$ cat src/rtl/chr_tile_latch_pkg.sv
package chr_tile_latch_pkg;
  localparam int unsigned VADDR_W    = 14;
  localparam int unsigned OFS_W      = 12;
  localparam int unsigned NUM_HALVES = 2;
  localparam int unsigned NUM_BANKS  = 2 * NUM_HALVES;
  localparam logic [7:0]  TILE_CLR   = 8'hFD;
  localparam logic [7:0]  TILE_SET   = 8'hFE;

  typedef enum logic [1:0] {
    ACT_HOLD = 2'd0,
    ACT_CLR  = 2'd1,
    ACT_SET  = 2'd2
  } latch_act_e;

  function automatic latch_act_e tile_action(logic [7:0] tile);
    if (tile == TILE_CLR)      return ACT_CLR;
    else if (tile == TILE_SET) return ACT_SET;
    else                       return ACT_HOLD;
  endfunction
endpackage

$ cat src/rtl/chr_fetch_decode.sv
module chr_fetch_decode
  import chr_tile_latch_pkg::*;
(
  input  logic [VADDR_W-1:0]    vaddr_i,
  input  logic                  rd_i,
  output logic [NUM_HALVES-1:0] clr_o,
  output logic [NUM_HALVES-1:0] set_o
);
  logic       qual;
  logic       half;
  latch_act_e act;

  // only the second plane byte of a tile in pattern space qualifies
  assign qual = rd_i && !vaddr_i[VADDR_W-1] && vaddr_i[3];
  assign half = vaddr_i[OFS_W];
  assign act  = tile_action(vaddr_i[OFS_W-1:4]);

  always_comb begin
    clr_o = '0;
    set_o = '0;
    if (qual) begin
      clr_o[half] = (act == ACT_CLR);
      set_o[half] = (act == ACT_SET);
    end
  end
endmodule

$ cat src/rtl/chr_half_latch.sv
module chr_half_latch (
  input  logic clk_i,
  input  logic rst_ni,
  input  logic clr_i,
  input  logic set_i,
  output logic sel_o
);
  always_ff @(posedge clk_i or negedge rst_ni) begin
    if (!rst_ni)    sel_o <= 1'b0;
    else if (clr_i) sel_o <= 1'b0;
    else if (set_i) sel_o <= 1'b1;
  end
endmodule

$ cat src/rtl/chr_bank_xlate.sv
module chr_bank_xlate
  import chr_tile_latch_pkg::*;
#(
  parameter int unsigned BANK_W = 5,
  localparam int unsigned CHR_W = BANK_W + OFS_W
) (
  input  logic [VADDR_W-1:0]                addr_i,
  input  logic [NUM_HALVES-1:0]             sel_i,
  input  logic [NUM_BANKS-1:0][BANK_W-1:0]  banks_i,
  output logic                              hit_o,
  output logic [CHR_W-1:0]                  chr_addr_o
);
  logic       half;
  logic [1:0] reg_idx;

  assign half    = addr_i[OFS_W];
  assign reg_idx = {half, sel_i[half]};
  assign hit_o   = !addr_i[VADDR_W-1];

  always_comb begin
    if (hit_o) chr_addr_o = {banks_i[reg_idx], addr_i[OFS_W-1:0]};
    else       chr_addr_o = '0;
  end
endmodule

$ cat src/rtl/chr_tile_latch.sv
module chr_tile_latch
  import chr_tile_latch_pkg::*;
#(
  parameter int unsigned BANK_W = 5,
  localparam int unsigned CHR_W = BANK_W + OFS_W
) (
  input  logic               clk_i,
  input  logic               rst_ni,
  input  logic [VADDR_W-1:0] vaddr_i,
  input  logic               rd_i,
  input  logic [BANK_W-1:0]  bank_lo_a_i,
  input  logic [BANK_W-1:0]  bank_lo_b_i,
  input  logic [BANK_W-1:0]  bank_hi_a_i,
  input  logic [BANK_W-1:0]  bank_hi_b_i,
  output logic               chr_hit_o,
  output logic [CHR_W-1:0]   chr_addr_o,
  input  logic [VADDR_W-1:0] peek_addr_i,
  output logic               peek_hit_o,
  output logic [CHR_W-1:0]   peek_chr_addr_o
);
  logic [NUM_HALVES-1:0]            clr, set, sel_q;
  logic [NUM_BANKS-1:0][BANK_W-1:0] banks;

  // index = half*2 + selector
  assign banks = {bank_hi_b_i, bank_hi_a_i, bank_lo_b_i, bank_lo_a_i};

  chr_fetch_decode u_dec (
    .vaddr_i (vaddr_i),
    .rd_i    (rd_i),
    .clr_o   (clr),
    .set_o   (set)
  );

  for (genvar h = 0; h < NUM_HALVES; h++) begin : g_half
    chr_half_latch u_lat (
      .clk_i  (clk_i),
      .rst_ni (rst_ni),
      .clr_i  (clr[h]),
      .set_i  (set[h]),
      .sel_o  (sel_q[h])
    );
  end

  chr_bank_xlate #(.BANK_W(BANK_W)) u_fetch_xl (
    .addr_i     (vaddr_i),
    .sel_i      (sel_q),
    .banks_i    (banks),
    .hit_o      (chr_hit_o),
    .chr_addr_o (chr_addr_o)
  );

  chr_bank_xlate #(.BANK_W(BANK_W)) u_peek_xl (
    .addr_i     (peek_addr_i),
    .sel_i      (sel_q),
    .banks_i    (banks),
    .hit_o      (peek_hit_o),
    .chr_addr_o (peek_chr_addr_o)
  );
endmodule

$ cat config.mk
export PLATFORM = sky130hd
export DESIGN_NAME = chr_tile_latch
export DESIGN_NICKNAME = d
export VERILOG_FILES = /design/src/rtl/chr_tile_latch_pkg.sv /design/src/rtl/chr_fetch_decode.sv /design/src/rtl/chr_half_latch.sv /design/src/rtl/chr_bank_xlate.sv /design/src/rtl/chr_tile_latch.sv
export SDC_FILE = /design/constraint.sdc
export NUM_CORES = 1
export LEC_CHECK = 0
export ABC_AREA = 1
export BUFFER_PORTS_ARGS = -buffer_cell sky130_fd_sc_hd__buf_2
export CAP_MARGIN = 20
export CORE_UTILIZATION = 36
export CTS_CLUSTER_SIZE = 30
export DETAILED_ROUTE_END_ITERATION = 10
export PLACE_DENSITY = 0.9
export SYNTH_ARGS = -nofsm -noshare
export SYNTH_HDL_FRONTEND = slang
export SYNTH_SLANG_ARGS = --single-unit
$ cat constraint.sdc
create_clock -name clk_i -period 2.9 [get_ports clk_i]
set_input_delay 0.435 -clock clk_i [delete_from_list [all_inputs] [get_ports clk_i]]
set_output_delay 0.435 -clock clk_i [all_outputs]
set_load 0.005 [all_outputs]
==> flow_summary.yaml <==
yosys:
  synth_area_leaders: "inv_1 19%, nor2_1 18%, a21oi_1 15%"
  synthArstFlopShare: 1.00
  yosys_warnings: 0
  ys_types: 17
  synth_cells: 159
  synth_nets: 210
  ys_ff_latch: 2
  yosys.area.top_type: "inv_1"
  syn_area_um2: 757
  ys_seq_area_frac: 0.0661
  avgSynthCellArea_um2: 4.76
  synth_ff_type: "dfrtp_1"
  synth_top_area_frac: 0.193
  synth_edf_count: 0
outcome:
  status: "finished, final reports clean"
detailed_routing:
  wl_per_cell_um: 8.75
  via_count: 1159
  drc: 0
  viasPerCell: 4.31
  first_pass_iters: 5
  antenna_left: 0
  drtIter0Drc: 28
  totalWireLength_um: 2350
finish:
  drive_gt1_frac: 0.417
  seqCellArea_um2: 50.0
  final_common_cell: "buf_2"
  regMostFlops: "g_half.u_lat.sel_o"
  fin_cells: 269
  multi_input_area_um2: 512
  largest_reg_flops: 2
  nFillCells: 217
  reg_top3: "g_half.u_lat.sel_o: 2 flops"
  area_growth_pct: 60.5
  final_area_um2: 1210
  layout_common_cells: "86 x buf_2, 39 x inv_1, 37 x nor2_1, 22 x a21oi_1, 16 x nand2_1"
  diodes: 0
  nets: 295
grt:
  grt_pass1_vias: 820
  antenna_found_initial: 0
  grt_max_degree: 19
  grt_use_total: 0.201
  grt_pass1_wl_um: 3360
  overflow: 0
timing:
  worst_slew_pin_slew_ns: 0.465
  fin_crit_sh: 0.661
  setup_viol: 0
  relSlewSlack: 0.690
  period_needed_ns: 1.92
  hold_viol: 0
  max_clock_freq_mhz: 522
  finClkSkew_ns: 0
  slew_viol_final: 0
  whs_ns: 0.519
  rsz0062_at_grt: "false"
  tns_ns: 0
die:
  initial_core_util: 0.386
  core-area_um2: 1960
  design.portCount: 87
  die_y_um: 47.9
  fp-row-count: 16
  dieArea_um2: 2290
  die_x_um: 47.9
cts:
  numCtsBuffers: 3
  insertion_delay_ns: 0.23
  cts_root_buf: "clkbuf_4"
  clk_path_buf_depth: 2
  cts.clk_slew.worst_paths_ns: 0.04
  cts_setup_buffers: 0
  cts_tree: "done"
  clock-sinks: 2
  htreeDepth: 1
place:
  io_buffer_count: 86
  place.gp.congestion: 0.950
  detailed_place.area_um2: 1180
  dp_hpwl_um: 1930
  dpl.cell_count: 265
setup_path:
  rr_worst_depth: 2
  cp.required_ns: 2.47
  cp_max_fo: 13
  r2r_start: "g_half[0].u_lat.sel_o"
  cp.arrival_ns: 1.48
  critPathKind: "reg2out"
  end_kind: "output port"
  endpoint: "chr_addr_o[14]"
  regToRegSetupSlack_ns: 1.98
  critical_path.startpoint: "g_half[0].u_lat.sel_o"
  reg2reg_to: "g_half[0].u_lat.sel_o"
  start_kind: "flip-flop"
pwr:
  irDropWorstVdd_uv: 142
  p_total_mw: 0.239
  p_leak_nw: 0.847
  p_per_area_nw_per_um2: 196
flow_run:
  cap_violations: 0
min_path:
  hold_path.class: "in2async"
==> what timing repair did <==
action / 4_1_cts / 5_1_grt
hold buffers: 1 / 0
resized for setup: 0 / 0
hold endpoints to repair: 2 / 0
endpoints found under the setup margin: 0 / 0
==> through the flow <==
stage	util	setup WS [ns]
after CTS	0.619	1.00
after floorplan	-	1.40
after global routing	0.619	0.864
after detailed placement	0.603	1.16
final	0.619	0.983
after global placement	0.603	1.18
==> cell usage after synthesis (2+ instances only) <==
library cell / n
a21oi_1: 22
nand2_1: 16
nand3_1: 6
buf_2: 4
inv_1: 39
nor2_1: 37
dfrtp_1: 2
buf_4: 2
o21ai_0: 6
nor2_2: 4
o21ai_2: 2
o21ai_1: 12
nand2_4: 3
==> worst min path at each step <==
| stage | startpoint | end | slack [ns] | depth (start not counted) |
|---|---|---|---|---|
| finish | rst_ni | g_half[0].u_lat.sel_o | 0.52 | 2 |
| floorplan | rst_ni | g_half[0].u_lat.sel_o | 0.14 | 0 |
| global route | rst_ni | g_half[1].u_lat.sel_o | 0.51 | 2 |
| detailed placement | rst_ni | g_half[0].u_lat.sel_o | 0.22 | 1 |
| global placement | rst_ni | g_half[1].u_lat.sel_o | 0.22 | 1 |
| CTS | rst_ni | g_half[0].u_lat.sel_o | 0.51 | 2 |
==> metal layers <==
layer  track usage  vias to the layer above  share of wire
met5             0                        -              0
li1              -                      652              -
met2         0.330                       39           0.50
met4        0.0667                        0              0
met1         0.284                      468           0.45
met3             0                        0          0.044
==> logic make-up (layout without fill, tap and decap cells) <==
family          count (synthesis)  in the layout  share of synthesized area
simple gates                   67             67                      0.388
buf+inv                        48            131                      0.258
compound gates                 42             42                      0.288
flops                           2              2                     0.0661
==> area by class of cell <==
cell class	count	share of cell area
clock buffers	3	0.0185
repair buffers	87	0.363
well taps	27	0.0278
flip-flops and latches	2	0.0412
multi-input cells	109	0.421
inverters	41	0.129
==> worst max-delay path, cell delays in order (launching register included) <==
cell and delay, ns:
dfrtp_1 0.54, nand2_2 0.17, nand2_4 0.09, o21ai_0 0.16
nand2_1 0.08, nor2_1 0.09, buf_2 0.12
==> report_power, final <==
part | internal, mW | switching [mW] | total [mW] | leakage [nW]
registers | 0.0285 | 0.00155 | 0.0300 | 0.0176
clock network | 0.0461 | 0.0198 | 0.0658 | 0.0138
logic | 0.0682 | 0.0745 | 0.143 | 0.815
total | 0.143 | 0.0958 | 0.239 | 0.847
No activity file was read; power rests on OpenSTA's default activity.
